### src/rtl/cmd_unlock_pkg.sv
package cmd_unlock_pkg;

  // Width of the address slice used for command steps.
  localparam int CMD_AW = 15;

  localparam logic [CMD_AW-1:0] ADR_HI5 = 15'h5555;
  localparam logic [CMD_AW-1:0] ADR_LO2 = 15'h2AAA;

  localparam logic [7:0] D_KEY1    = 8'hAA;
  localparam logic [7:0] D_KEY2    = 8'h55;
  localparam logic [7:0] D_GUARD   = 8'hA0;
  localparam logic [7:0] D_IDIN    = 8'h90;
  localparam logic [7:0] D_IDOUT   = 8'hF0;
  localparam logic [7:0] D_EXTEND  = 8'h80;
  localparam logic [7:0] D_UNGUARD = 8'h20;
  localparam logic [7:0] D_LOCKSEL = 8'h40;
  localparam logic [7:0] D_LOCKLO  = 8'h00;
  localparam logic [7:0] D_LOCKHI  = 8'hFF;

  typedef enum logic [2:0] {
    TS_IDLE,   // nothing matched
    TS_K1,     // first key seen
    TS_K2,     // second key seen, waiting for the command byte
    TS_X1,     // extend byte seen
    TS_X2,     // first key of the extended part seen
    TS_X3,     // second key of the extended part seen
    TS_LSEL    // lockout prefix complete, waiting for block select
  } trk_state_t;

  typedef enum logic [2:0] {
    EV_NONE,
    EV_GUARD,
    EV_UNGUARD,
    EV_ID_IN,
    EV_ID_OUT,
    EV_LOCK_LO,
    EV_LOCK_HI
  } cmd_event_t;

  // True when a load matches one command step (address slice and data).
  function automatic logic step_hit(input logic [CMD_AW-1:0] a,
                                    input logic [7:0] d,
                                    input logic [CMD_AW-1:0] ea,
                                    input logic [7:0] ed);
    return (a == ea) && (d == ed);
  endfunction

endpackage

### src/rtl/cmd_seq_tracker.sv
module cmd_seq_tracker
  import cmd_unlock_pkg::*;
#(
  parameter int ADDR_W = 17
) (
  input  logic              clk,
  input  logic              sys_rst_n,
  input  logic              ld_valid,
  input  logic [ADDR_W-1:0] ld_addr,
  input  logic [7:0]        ld_data,
  input  logic              win_close,
  output cmd_event_t        ev,
  output trk_state_t        state
);

  localparam logic [ADDR_W-1:0] ADDR_TOP = {ADDR_W{1'b1}};

  trk_state_t nxt;
  cmd_event_t ev_raw;
  logic [CMD_AW-1:0] a_cmd;
  logic first_hit;

  assign a_cmd     = ld_addr[CMD_AW-1:0];
  assign first_hit = step_hit(a_cmd, ld_data, ADR_HI5, D_KEY1);

  always_comb begin
    ev_raw = EV_NONE;
    // a mismatch falls back to checking the load as a first step
    nxt    = first_hit ? TS_K1 : TS_IDLE;
    unique case (state)
      TS_IDLE: ;
      TS_K1: begin
        if (step_hit(a_cmd, ld_data, ADR_LO2, D_KEY2)) nxt = TS_K2;
      end
      TS_K2: begin
        if (a_cmd == ADR_HI5) begin
          unique case (ld_data)
            D_GUARD:  begin ev_raw = EV_GUARD;  nxt = TS_IDLE; end
            D_IDIN:   begin ev_raw = EV_ID_IN;  nxt = TS_IDLE; end
            D_IDOUT:  begin ev_raw = EV_ID_OUT; nxt = TS_IDLE; end
            D_EXTEND: nxt = TS_X1;
            default:  ;
          endcase
        end
      end
      TS_X1: ; // only the first key continues, same as the fallback
      TS_X2: begin
        if (step_hit(a_cmd, ld_data, ADR_LO2, D_KEY2)) nxt = TS_X3;
      end
      TS_X3: begin
        if (step_hit(a_cmd, ld_data, ADR_HI5, D_UNGUARD)) begin
          ev_raw = EV_UNGUARD; nxt = TS_IDLE;
        end else if (step_hit(a_cmd, ld_data, ADR_HI5, D_LOCKSEL)) begin
          nxt = TS_LSEL;
        end
      end
      TS_LSEL: begin
        if (ld_addr == '0 && ld_data == D_LOCKLO) begin
          ev_raw = EV_LOCK_LO; nxt = TS_IDLE;
        end else if (ld_addr == ADDR_TOP && ld_data == D_LOCKHI) begin
          ev_raw = EV_LOCK_HI; nxt = TS_IDLE;
        end
      end
      default: nxt = TS_IDLE;
    endcase
    if (state == TS_X1 && first_hit) nxt = TS_X2;
  end

  assign ev = (ld_valid && !win_close) ? ev_raw : EV_NONE;

  always_ff @(posedge clk or negedge sys_rst_n) begin
    if (!sys_rst_n)     state <= TS_IDLE;
    else if (win_close) state <= TS_IDLE;
    else if (ld_valid)  state <= nxt;
  end

endmodule

### src/rtl/cmd_prot_state.sv
module cmd_prot_state
  import cmd_unlock_pkg::*;
(
  input  logic       clk,
  input  logic       por_n,
  input  logic       sys_rst_n,
  input  cmd_event_t ev,
  input  logic       win_close,
  input  logic       prog_done,
  output logic       prot_on,
  output logic       lock_lo,
  output logic       lock_hi,
  output logic       id_mode,
  output logic       win_unlocked
);

  logic pend_on, pend_off;

  // Persistent flags: only the power-on reset clears them.
  always_ff @(posedge clk or negedge por_n) begin
    if (!por_n) begin
      prot_on <= 1'b0;
      lock_lo <= 1'b0;
      lock_hi <= 1'b0;
    end else begin
      if (prog_done) begin
        if (pend_off)     prot_on <= 1'b0;
        else if (pend_on) prot_on <= 1'b1;
      end
      if (ev == EV_LOCK_LO) lock_lo <= 1'b1;
      if (ev == EV_LOCK_HI) lock_hi <= 1'b1;
    end
  end

  // Session state: cleared by any reset.
  always_ff @(posedge clk or negedge sys_rst_n) begin
    if (!sys_rst_n) begin
      id_mode      <= 1'b0;
      win_unlocked <= 1'b0;
      pend_on      <= 1'b0;
      pend_off     <= 1'b0;
    end else begin
      if (ev == EV_ID_IN)  id_mode <= 1'b1;
      if (ev == EV_ID_OUT) id_mode <= 1'b0;
      if (win_close)
        win_unlocked <= 1'b0;
      else if (ev == EV_GUARD || ev == EV_UNGUARD)
        win_unlocked <= 1'b1;
      if (prog_done) begin
        pend_on  <= 1'b0;
        pend_off <= 1'b0;
      end else if (ev == EV_GUARD && !prot_on) begin
        pend_on  <= 1'b1;
        pend_off <= 1'b0;
      end else if (ev == EV_UNGUARD) begin
        pend_off <= 1'b1;
        pend_on  <= 1'b0;
      end
    end
  end

endmodule

### src/rtl/cmd_id_readout.sv
module cmd_id_readout #(
  parameter int         ADDR_W   = 17,
  parameter logic [7:0] MFR_CODE = 8'h1F,
  parameter logic [7:0] DEV_CODE = 8'hD5
) (
  input  logic              id_mode,
  input  logic [ADDR_W-1:0] rd_addr,
  input  logic              lock_lo,
  input  logic              lock_hi,
  output logic [7:0]        id_rdata
);

  localparam logic [ADDR_W-1:0] A_MFR   = ADDR_W'(0);
  localparam logic [ADDR_W-1:0] A_DEV   = ADDR_W'(1);
  localparam logic [ADDR_W-1:0] A_LOSTS = ADDR_W'(2);
  localparam logic [ADDR_W-1:0] A_HISTS = {{(ADDR_W-4){1'b1}}, 4'h2};

  function automatic logic [7:0] lock_code(input logic locked);
    return {7'h7F, locked};
  endfunction

  always_comb begin
    id_rdata = 8'h00;
    if (id_mode) begin
      if (rd_addr == A_MFR)        id_rdata = MFR_CODE;
      else if (rd_addr == A_DEV)   id_rdata = DEV_CODE;
      else if (rd_addr == A_LOSTS) id_rdata = lock_code(lock_lo);
      else if (rd_addr == A_HISTS) id_rdata = lock_code(lock_hi);
    end
  end

endmodule

### src/rtl/cmd_unlock_decoder.sv
module cmd_unlock_decoder
  import cmd_unlock_pkg::*;
#(
  parameter int         ADDR_W   = 17,
  parameter int         BOOT_W   = 13,
  parameter logic [7:0] MFR_CODE = 8'h1F,
  parameter logic [7:0] DEV_CODE = 8'hD5
) (
  input  logic              clk,
  input  logic              por_n,
  input  logic              rst_n,
  input  logic              ld_valid,
  input  logic [ADDR_W-1:0] ld_addr,
  input  logic [7:0]        ld_data,
  input  logic              win_close,
  input  logic              prog_done,
  input  logic [ADDR_W-1:0] rd_addr,
  output logic              prot_on,
  output logic              lock_lo,
  output logic              lock_hi,
  output logic              id_mode,
  output logic              store_ok,
  output logic              ld_blocked,
  output logic              chip_erase_ok,
  output logic [7:0]        id_rdata
);

  localparam int BLK_W = ADDR_W - BOOT_W;

  logic       sys_rst_n;
  cmd_event_t ev;
  trk_state_t trk_state;
  logic       win_unlocked;
  logic       in_lo_blk, in_hi_blk;

  assign sys_rst_n = rst_n & por_n;

  cmd_seq_tracker #(.ADDR_W(ADDR_W)) i_trk (
    .clk       (clk),
    .sys_rst_n (sys_rst_n),
    .ld_valid  (ld_valid),
    .ld_addr   (ld_addr),
    .ld_data   (ld_data),
    .win_close (win_close),
    .ev        (ev),
    .state     (trk_state)
  );

  cmd_prot_state i_st (
    .clk          (clk),
    .por_n        (por_n),
    .sys_rst_n    (sys_rst_n),
    .ev           (ev),
    .win_close    (win_close),
    .prog_done    (prog_done),
    .prot_on      (prot_on),
    .lock_lo      (lock_lo),
    .lock_hi      (lock_hi),
    .id_mode      (id_mode),
    .win_unlocked (win_unlocked)
  );

  cmd_id_readout #(.ADDR_W(ADDR_W), .MFR_CODE(MFR_CODE), .DEV_CODE(DEV_CODE)) i_id (
    .id_mode  (id_mode),
    .rd_addr  (rd_addr),
    .lock_lo  (lock_lo),
    .lock_hi  (lock_hi),
    .id_rdata (id_rdata)
  );

  assign in_lo_blk     = (ld_addr[ADDR_W-1:BOOT_W] == {BLK_W{1'b0}});
  assign in_hi_blk     = (ld_addr[ADDR_W-1:BOOT_W] == {BLK_W{1'b1}});
  assign ld_blocked    = (lock_lo && in_lo_blk) || (lock_hi && in_hi_blk);
  assign chip_erase_ok = !(lock_lo || lock_hi);
  assign store_ok      = !prot_on || win_unlocked;

endmodule

### config.mk
export PLATFORM = sky130hd
export DESIGN_NAME = cmd_unlock_decoder
export DESIGN_NICKNAME = d
export VERILOG_FILES = /design/src/rtl/cmd_unlock_pkg.sv /design/src/rtl/cmd_seq_tracker.sv /design/src/rtl/cmd_prot_state.sv /design/src/rtl/cmd_id_readout.sv /design/src/rtl/cmd_unlock_decoder.sv
export SDC_FILE = /design/constraint.sdc
export NUM_CORES = 1
export LEC_CHECK = 0
export BUFFER_PORTS_ARGS = -buffer_cell sky130_fd_sc_hd__buf_2
export CORE_UTILIZATION = 46
export CTS_CLUSTER_DIAMETER = 80
export CTS_CLUSTER_SIZE = 30
export DETAILED_ROUTE_END_ITERATION = 8
export PLACE_DENSITY = 0.87
export SLEW_MARGIN = 20
export SYNTH_ARGS = -nofsm -noshare
export SYNTH_HDL_FRONTEND = slang
export SYNTH_HIERARCHICAL = 1
export SYNTH_SLANG_ARGS = --single-unit
### constraint.sdc
create_clock -name clk -period 5.8 [get_ports clk]
set_input_delay 1.16 -clock clk [delete_from_list [all_inputs] [get_ports clk]]
set_output_delay 1.16 -clock clk [all_outputs]
set_load 0.03 [all_outputs]
; After elaboration in Yosys (flattened, before gate mapping)
; Cells that the tools add are included.
[totals]
ff_bits = 10
in_bits = 48
out_inout_bits = 15
wordCells = 105
[classes]
n_eq_ne = 28
n_mux = 37
bitwise = 1
n_reduce_logical = 31
[ops]
columns = op, n
row1 = $eq 8x8->1 const B, 6
row2 = $mux 3, 14
row3 = $mux 8, 5
row4 = $eq 17x17->1 const B, 2
row5 = $logic_not 17->1, 2
row6 = $eq 3x3->1 const B, 6
row7 = $pmux 3 s3, 2
row8 = $pmux 3 s6, 1
row9 = $eq 17x1->1 const B, 1
row10 = $eq 17x2->1 const B, 1
row11 = $eq 8x7->1 const B, 2
row12 = $eq 15x14->1 const B, 1
row13 = $eq 15x15->1 const B, 1
row14 = $mux 1, 13
row15 = $eq 3x2->1 const B, 4
row16 = $logic_and 1x1->1, 11
row17 = $eq 8x6->1 const B, 1
row18 = $logic_not 8->1, 1
row19 = $reduce_bool 2->1, 4
row20 = $eq 3x1->1 const B, 2
row21 = $pmux 3 s2, 1
row22 = $eq 4x4->1 const B, 1
row23 = $logic_not 4->1, 1
row24 = $logic_or 1x1->1, 4
row25 = other kinds (8), 10

; Depth between registers and ports, before layout
; Gate-level depths: netlist of run 1.
[logic_depth]
word_depth = 10
ltp_mapped = 8
mapped_depth_nobuf = 8

; Modules after synthesis
; Netlist of run 1, hierarchy kept.
[by_module_without_submodules]
columns = mod, instances, cells_per_inst, area_per_inst_um2, seq_area_each_um2
row1 = cmd_seq_tracker, 1, 72, 490.5, 75.1
row2 = cmd_prot_state, 1, 28, 292.8, 175.2
row3 = cmd_id_readout, 1, 30, 188.9, 0.0
row4 = cmd_unlock_decoder, 1, 6, 46.3, 0.0

; Worst setup path after synthesis of run 1
; No wires, ideal clock.
[synth_path]
path_type = input port to output port
start = input port rd_addr[16]
end = output port id_rdata[3]
arrival_ps = 2629
slack_ps = 2011
cell_stages = 5
cell_sequence = nor4_1 > nand4_1 > or2_4 > a21oi_1 > buf_4
[synth_between]
elab_chain_cells = 6
word_cells_on_any_way = 9
cone_classes = eq/ne: 3 / mux: 5 / reduce/logical: 1
[synth_rtl]
columns = element, line
row1 = start: declaration, cmd_unlock_decoder.sv:17  ; input logic [ADDR_W-1:0] rd_addr,
row2 = $eq 17x17->1, cmd_id_readout.sv:28  ; else if (rd_addr == A_HISTS) id_rdata = lock_code(lock_hi);
row3 = $mux 8, cmd_id_readout.sv:28
row4 = $mux 8, cmd_id_readout.sv:27  ; else if (rd_addr == A_LOSTS) id_rdata = lock_code(lock_lo);
row5 = $mux 8, cmd_id_readout.sv:26  ; else if (rd_addr == A_DEV) id_rdata = DEV_CODE;
row6 = $mux 8 (*), cmd_id_readout.sv:25  ; if (rd_addr == A_MFR) id_rdata = MFR_CODE;
row7 = $mux 8 (*), cmd_id_readout.sv:24  ; if (id_mode) begin
row8 = end: declaration, cmd_unlock_decoder.sv:25  ; output logic [7:0] id_rdata
; Every way passes the cells marked *; elsewhere a longest branch is shown, timed or not.

; Worst setup path in the final report of run 1
[layout_path]
start = input port rd_addr[16]
end = output port id_rdata[6]
; The elaborated chain is that of the path after synthesis.

==> results of run 1 <==
## kinds of logic after synthesis
group | share of synthesized area, %
buffers and inverters | 5.90
DFF | 24.6
and+or+nand+nor | 47.7
AOI/OAI and AO/OA | 20.1
xor gates and xnor gates | 1.72
## power by group
part,internal [W],switching (W),leakage (nW)
Combinational,0.0000174,0.0000201,0.458
Sequential,0.0000704,0.00000127,0.133
Clock,0.0000238,0.0000208,0.0138
## state kept, by name, summed over array words and instances (netlist names)
name,cells
i_trk/state,3
i_st/id_mode,1
i_st/lock_hi,1
i_st/lock_lo,1
i_st/pend_off,1
i_st/pend_on,1
i_st/prot_on,1
i_st/win_unlocked,1
## per-layer routing
layer	GRT usage [%]	part of all wire, %	up-vias
met5	0	0	-
met1	30.3	41	624
met4	4.90	0.27	0
met2	49.1	50	73
li1	-	-	658
met3	8.10	8.3	2
## worst max-delay path by stage
stage / end / slack [ns] / depth (start not counted)
floorplan: id_rdata[3] / 2.01 / 5
global placement: id_rdata[7] / 2.29 / 6
detailed placement: id_rdata[6] / 2.22 / 6
CTS: id_rdata[6] / 2.22 / 6
global route: id_rdata[7] / 2.10 / 6
finish: id_rdata[6] / 2.22 / 6
## through the flow
| step | area (um^2) | worst slack (ns) | power (W) | hold WS (ns) | utilization, % |
|---|---|---|---|---|---|
| floorplan | 1020 | 2.01 | 0.0000840 | 0.445 | - |
| global placement | 1330 | 2.29 | 0.000108 | 0.473 | 65.9 |
| detailed placement | 1330 | 2.22 | 0.000110 | 0.486 | 65.9 |
| CTS | 1360 | 2.22 | 0.000156 | 0.493 | 67.0 |
| global route | 1360 | 2.10 | 0.000164 | 0.540 | 67.0 |
| finish | 1360 | 2.22 | 0.000154 | 0.496 | 67.0 |
## placed cells by master (no fill, tap or decap), drive strengths merged
cell | Yosys | layout
a211o | 2 | 2
a211oi | 2 | 2
a21oi | 6 | 6
a22o | 1 | 1
a2bb2oi | 1 | 1
a311oi | 1 | 1
a31o | 1 | 1
a31oi | 6 | 6
a32oi | 1 | 1
and2 | 3 | 3
and2b | 1 | 1
and3 | 2 | 2
and4 | 2 | 2
buf | 4 | 62
clkbuf | 0 | 3
dfrtp | 10 | 10
inv | 8 | 8
nand2 | 7 | 7
nand2b | 3 | 3
nand3 | 9 | 9
nand3b | 2 | 2
nand4 | 11 | 11
nand4b | 2 | 2
nor2 | 11 | 11
nor2b | 4 | 4
nor3 | 10 | 10
nor3b | 1 | 1
nor4 | 8 | 8
nor4b | 1 | 1
o21ai | 7 | 7
o22ai | 1 | 1
o31ai | 1 | 1
or2 | 1 | 1
or2b | 1 | 1
or3 | 1 | 1
or4 | 2 | 2
xor2 | 2 | 2
## synth_stat cells, types with 2 or more instances
library cell and n:
nand4_1 11, nor2_1 11, dfrtp_1 10, nand3_1 9
nor3_1 9, inv_1 8, nand2_1 7, a21oi_1 6
a31oi_1 6, nor4_1 6, o21ai_0 6, buf_4 4
nor2b_1 4, and2_1 3, nand2b_1 3, and3_1 2
and4_1 2, nand3b_1 2, nand4b_1 2, nor4_2 2
or4_1 2, xor2_1 2
## area by class of cell
cell class | count | area, um^2
Multi-Input combinational cell | 114 | 708
Fill cell | 196 | 667
Timing Repair Buffer | 62 | 310
Sequential cell | 10 | 250
Tap cell | 27 | 33.8
Inverter | 8 | 30.0
Clock buffer | 3 | 22.5
==> results.toml, run 1 <==
[status]
status = "completed"

[routing]
drc = 0
wirelength_mm = 2.97
vias = 1357
dr.pass1.iters = 4
drt_iter0_drc = 42
detail-route-antenna-nets = 0
avgViaCountPerCell = 6.06
wl_per_cell_um = 13.2

[yosys]
avgSynthCellArea_um2 = 7.49
synth_flop_cell = "dfrtp_1"
synth_area_leaders = "dfrtp_1 25%, nand4_1 6.8%, nand3_1 4.4%"
yosys.area.top_type = "dfrtp_1"
yosys_warnings = 6
synth_cell_types = 41
async_reset_ff_share_pct = 100
syn_area_um2 = 1020
ys_seq_area_share_pct = 24.6
synth_cells = 136
synth_seq_cells = 10
syn-num-nets = 184
synth_edf_count = 0
synth_top_area_share_pct = 24.6

[worst_hold_path]
min_to = "i_st/prot_on$_DFFE_PN0P_"
hold_depth = 1
holdCritStartpoint = "i_st/pend_off$_DFFE_PN0P_"
hp-class = "reg -> reg"

[global_route]
track_usage_pct = 26.7
antenna_found_initial = 0
grt_overflow_total = 0
grt_pass1_vias = 1206
grt_max_degree = 9
grt_first_pass_wirelength_mm = 5.11

[setup_path]
crit_chain = "buf_2 > nor4_1 > nand4_1 > a211o_1 > a2bb2oi_2 > buf_2"
rrSetupSlack_ns = 3.17
cpMaxStageDelayCell = "nor4_1"
path_max_fanout = 3
worstPathArrival_ns = 2.42
reg2regPathDepth = 7
reg2reg_to = "i_st/pend_off$_DFFE_PN0P_"
critical_path_required_ns = 4.64
cp-startpoint = "rd_addr[16]"
critPathMostFrequentCell = "buf_2"
critPathCaptureType = "output pin"
cp_num_buf_inv = 2
worstSetupPathType = "in -> out"
reg2reg_from = "i_trk/state[1]$_DFFE_PN0P_"
slowest_delay_ns = 0.30
start_kind = "input pin"
cp_top_family = "simple AND/OR/NAND/NOR gates"

[floorplan]
num_rows = 16
initial_core_util_pct = 50.4
die-area_um2 = 2410
die_w_um = 49.1
ios = 63
die_y_um = 49.1
core_um2 = 2020

[placed_design]
dp_cells = 221
port_buffers = 62
place.gp.congestion = 0.831
hpwl_mm = 2.50

[layout]
layout.cells.non_filler = 224
area_growth_pct = 33.0
drive_above_1_share_pct = 37.1
antenna_cells = 0
fin_nets = 247

[cts]
cts.sinks = 10
cts-root-buf = "clkbuf_4"
cts_made_buffers = 3
clk_latency_ns = 0.26
clk_pin_slew_ns = 0.06
cts_hold_buf = 0
htree_levels = 1
cts_tree = "yes"
postCtsResizedCells = 0
clockBufferDepth = 2
post_cts_buffers = 0

[sta]
hold_violations = 0
setup-violations-final = 0
worst_pin_slew_ns = 0.577
finClkSkew_ns = 0.000218
finalSetupTns_ns = 0
min_period_ns = 3.58
maxSlewHeadroom_pct = 61.0
fmax_mhz = 279
slew_violations = 0
finalCritPeriodShare_pct = 61.8
rsz0062_at_grt = "false"

[pwr]
cellLeakagePower_nw = 0.605
ir_drop_v = 0.000137
p_per_area_nw_per_um2 = 114

[job]
max_cap_viol_count = 0
Note: power is estimated with default switching activity, not from simulation.
==> run 2: changes to the inputs <==
- CORE_UTILIZATION: 46 -> 38
- PLACE_DENSITY: 0.87 -> 0.77
- clock period: 5.8 -> 3.1 ns (I/O delays scaled with it)
==> results.toml, run 2 (same netlist as run 1, synthesis figures left out) <==
[global_route]
grt_pass1_vias = 1259
antenna_found_initial = 0
track_usage_pct = 23.3
grt_max_degree = 9
grt_overflow_total = 0
grt_first_pass_wirelength_mm = 5.00

[pwr]
cellLeakagePower_nw = 0.605
ir_drop_v = 0.000244
fin_total_pwr_w = 0.000285
p_per_area_nw_per_um2 = 210

[sta]
maxSlewHeadroom_pct = 59.1
setup-violations-final = 0
min_period_ns = 2.59
finalSetupTns_ns = 0
finClkSkew_ns = 0.00252
layout_setup_ws_ns = 0.508
hold_violations = 0
worst_pin_slew_ns = 0.604
slew_violations = 0
finalCritPeriodShare_pct = 83.6
fmax_mhz = 386
rsz0062_at_grt = "false"

[setup_path]
critical_path_required_ns = 3.27
cpMaxStageDelayCell = "or4_1"
worstPathArrival_ns = 2.76
critPathMostFrequentCell = "or4_1"
slowest_delay_ns = 0.53
rrSetupSlack_ns = 0.51
path_max_fanout = 7
cp_num_buf_inv = 0
start_kind = "register"
cp_top_family = "simple AND/OR/NAND/NOR gates"
crit_chain = "nand3b_1 > or4_1 > or4_1 > a31oi_1 > nor3_1 > nand2b_1 > a211oi_2"
worstSetupPathType = "reg -> reg"
critPathCaptureType = "register"

[cts]
cts-root-buf = "clkbuf_4"
clk_latency_ns = 0.25
cts.sinks = 10
cts_tree = "yes"
clockBufferDepth = 2
postCtsResizedCells = 0
htree_levels = 1
post_cts_buffers = 0
cts_made_buffers = 3
clk_pin_slew_ns = 0.05
cts_hold_buf = 0

[layout]
finalInstanceArea_um2 = 1360
drive_above_1_share_pct = 37.1
regMostFlops = "i_trk/state"
final_common_cell = "buf_2"
antenna_cells = 0
final_cell_mix = "62 x buf_2, 11 x nor2_1, 11 x nand4_1, 10 x dfrtp_1"
area_growth_pct = 33.4
fin_nets = 247
largest_reg_flops = 3

[placed_design]
hpwl_mm = 2.59
dpl-instance-area_um2 = 1340
post-place-ws_ns = 0.338
port_buffers = 62
place.gp.congestion = 0.895

[floorplan]
die_y_um = 53.8
initial_core_util_pct = 40.7
core_um2 = 2500
num_rows = 18
die-area_um2 = 2890
die_w_um = 53.8
ios = 63

[routing]
detail-route-antenna-nets = 0
drc = 0
dr.pass1.iters = 4
avgViaCountPerCell = 5.91
drt_iter0_drc = 33
wl_per_cell_um = 13.6
vias = 1341
wirelength_mm = 3.09

[status]
status = "completed"

[job]
max_cap_viol_count = 0

[worst_hold_path]
hp-class = "in -> async"
==> run 2: cell counts in the layout (fill, tap and decap cells not counted) <==
Identical to the previous run, type by type.
==> run 2: final timing paths <==
path	from	to	depth (start not counted)
worst max-delay path	i_trk/state[1]$_DFFE_PN0P_	i_st/pend_off$_DFFE_PN0P_	7
worst min-delay path	por_n	i_st/prot_on$_DFFE_PN0P_	1
worst max register to register	i_trk/state[1]$_DFFE_PN0P_	i_st/pend_off$_DFFE_PN0P_	7
worst min register to register	i_st/win_unlocked$_DFFE_PN0P_	i_st/win_unlocked$_DFFE_PN0P_	2
max in group asynchronous	por_n	i_st/pend_off$_DFFE_PN0P_	2
min in group clk	i_st/win_unlocked$_DFFE_PN0P_	i_st/win_unlocked$_DFFE_PN0P_	2
==> run 2: layout make-up <==
type / instances / area (um^2)
fill: 235 / 1140
timing repair buffer: 62 / 310
multi-input combinational: 114 / 708
tap: 30 / 37.5
clock buffer: 3 / 22.5
inverter: 8 / 30.0
sequential: 10 / 250
==> run 2: metrics by stage <==
step / util, % / hold WS [ns] / cells
final: 54.4 / 0.156 / 227
after global routing: 54.4 / 0.142 / 227
after CTS: 54.4 / 0.151 / 227
after detailed placement: 53.5 / 0.425 / 224
after global placement: 53.5 / 0.424 / 224
after floorplan: - / 0.324 / 136
==> run 2: worst register-to-register path, stage by stage (launching register included) <==
cell and delay (ns):
dfrtp_1 0.45, nand3b_1 0.22, or4_1 0.53, or4_1 0.41
a31oi_1 0.38, nor3_1 0.13, nand2b_1 0.17, a211oi_2 0.21
==> run 2: per-layer routing <==
layer / wire [um] / part of all wire [%] / vias to the layer above / global-route usage [%]
met3: 291 / 9.4 / 4 / 4.80
met1: 1290 / 42 / 613 / 27.5
met5: 0 / 0 / - / 0
li1: - / - / 649 / -
met4: 19 / 0.62 / 0 / 3.95
met2: 1490 / 48 / 75 / 43.2
==> run 2: power by group <==
part	internal [W]	leakage, nW	switching [W]	total, W
sequential	0.000132	0.133	0.00000262	0.000134
clock	0.0000444	0.0138	0.0000362	0.0000806
combinational	0.0000326	0.458	0.0000378	0.0000704
==> run 3: changes to the inputs <==
- clock period: 3.1 -> 2.35 ns (I/O delays scaled with it)
==> results.toml, run 3 (same netlist as run 1, synthesis figures left out) <==
[floorplan]
num_rows = 18
ios = 63
initial_core_util_pct = 40.7
core_um2 = 2500
die-area_um2 = 2890
die_y_um = 53.8
die_w_um = 53.8

[layout]
drive_above_1_share_pct = 45.4
antenna_cells = 0
largest_reg_flops = 3
final_util_pct = 62.2
fin_nets = 268
area_growth_pct = 52.6
num-fill-cells = 224
regMostFlops = "i_trk/state"
final_cell_mix = "62 x buf_2, 20 x buf_4, 11 x nor2_1, 11 x nand4_1, 10 x dfrtp_1"
multiInputGateArea_um2 = 743
final_common_cell = "buf_2"
regArea_um2 = 250

[setup_path]
reg2regPathDepth = 7
reg2reg_to = "i_st/pend_off$_DFFE_PN0P_"
worstSetupPathType = "reg -> reg"
critical_path_required_ns = 2.51
reg2reg_from = "i_trk/state[1]$_DFFE_PN0P_"
endpoint = "i_st/pend_off$_DFFE_PN0P_"
rrSetupSlack_ns = -0.01
path_max_fanout = 4
cp-startpoint = "i_trk/state[1]$_DFFE_PN0P_"
worstPathArrival_ns = 2.53
critPathCaptureType = "register"
start_kind = "register"

[worst_hold_path]
hp-class = "in -> async"

[status]
status = "finished with violations"
violations = "negative setup slack"

[sta]
finalCritPeriodShare_pct = 100
maxSlewHeadroom_pct = 76.1
slew_violations = 0
finalSetupTns_ns = -0.0109
min_period_ns = 2.36
fmax_mhz = 424
hold_violations = 0
worst_pin_slew_ns = 0.355
layout_setup_ws_ns = -0.0109
finClkSkew_ns = 0.00173
setup-violations-final = 1
rsz0062_at_grt = "true"

[placed_design]
place.gp.congestion = 0.898
hpwl_mm = 2.73
port_buffers = 62

[cts]
cts-root-buf = "clkbuf_4"
cts_made_buffers = 3
clk_pin_slew_ns = 0.06
htree_levels = 1
cts.sinks = 10
cts_tree = "yes"
clk_latency_ns = 0.26
clockBufferDepth = 2

[routing]
vias = 1437
wl_per_cell_um = 13.2
wl_met1_mm = 1.32
drt_iter0_drc = 28
met2_length_mm = 1.74
wirelength_mm = 3.27
detail-route-antenna-nets = 0
drc = 0
avgViaCountPerCell = 5.79
wl_met3_um = 199
highest_layer = "met4"
dr.pass1.iters = 4

[global_route]
track_usage_pct = 24.0
grt_max_degree = 8
grt_pass1_vias = 1362
antenna_found_initial = 0
grt_overflow_total = 0
grt_first_pass_wirelength_mm = 5.15

[pwr]
cellLeakagePower_nw = 0.713
p_clk_share_pct = 27.9
p_seq_share_pct = 44.0
intPower_w = 0.000287
ir_drop_v = 0.000299
power.switching_w = 0.000109
swShare_pct = 27.6
p_per_area_nw_per_um2 = 255
comb_power_share_pct = 28.1

[job]
max_cap_viol_count = 0
-- run 3: timing repair --
action | 4_1_cts | 5_1_grt
hold buffers | 1 | 0
pin swaps | 0 | 2
hold endpoints to repair | 3 | 0
endpoints found under the setup margin | 5 | 4
gates cloned | 0 | 0
resized for setup | 4 | 2
buffers inserted | 0 | 0
-- run 3: cell type report --
type,count,share of cell area (%)
multi-input combinational,114,47.8
timing repair buffer,83,30.3
clock buffer,3,1.45
inverter,8,1.93
tap,30,2.42
sequential,10,16.1
-- run 3: worst min path at each step --
| stage | start | to | slack (ns) | depth (start not counted) |
|---|---|---|---|---|
| after CTS | rst_n | i_st/pend_off$_DFFE_PN0P_ | 0.19 | 2 |
| after floorplan | por_n | i_st/lock_hi$_DFFE_PN0N_ | 0.17 | 0 |
| after global routing | rst_n | i_st/pend_off$_DFFE_PN0P_ | 0.19 | 2 |
| final | rst_n | i_st/pend_on$_DFFE_PN0P_ | 0.19 | 2 |
| after global placement | por_n | i_st/prot_on$_DFFE_PN0P_ | 0.28 | 1 |
| after detailed placement | por_n | i_st/prot_on$_DFFE_PN0P_ | 0.28 | 1 |
-- run 3: stage by stage --
step	cells	hold slack, ns	setup slack [ns]	area (um^2)	total power [W]
floorplan	136	0.174	0.00297	1020	0.000207
global placement	244	0.276	-0.0986	1490	0.000281
detailed placement	244	0.279	-0.240	1490	0.000285
CTS	248	0.185	0.000148	1550	0.000400
global route	248	0.188	-0.0671	1550	0.000421
finish	248	0.187	-0.0109	1550	0.000397
-- run 3: metal layers --
layer	track usage (%)	up-vias
met3	4.52	2
met4	3.95	0
li1	-	692
met5	0	-
met2	51.6	61
met1	22.5	682
-- run 3: critical path, cell delays in order (launching register included) --
cell and delay [ns]:
dfrtp_1 0.38, nand3b_1 0.21, or4_4 0.54, or4_4 0.44, a31oi_4 0.22, nor3_1 0.10
nand2b_1 0.17, a211oi_2 0.21
-- run 3: power by group through the flow --
stage	logic, W	registers [W]	clock network (W)
floorplan	0.0000293	0.000178	0
global placement	0.000103	0.000178	0
detailed placement	0.000107	0.000178	0
CTS	0.000109	0.000174	0.000117
global route	0.000122	0.000175	0.000125
finish	0.000112	0.000175	0.000111
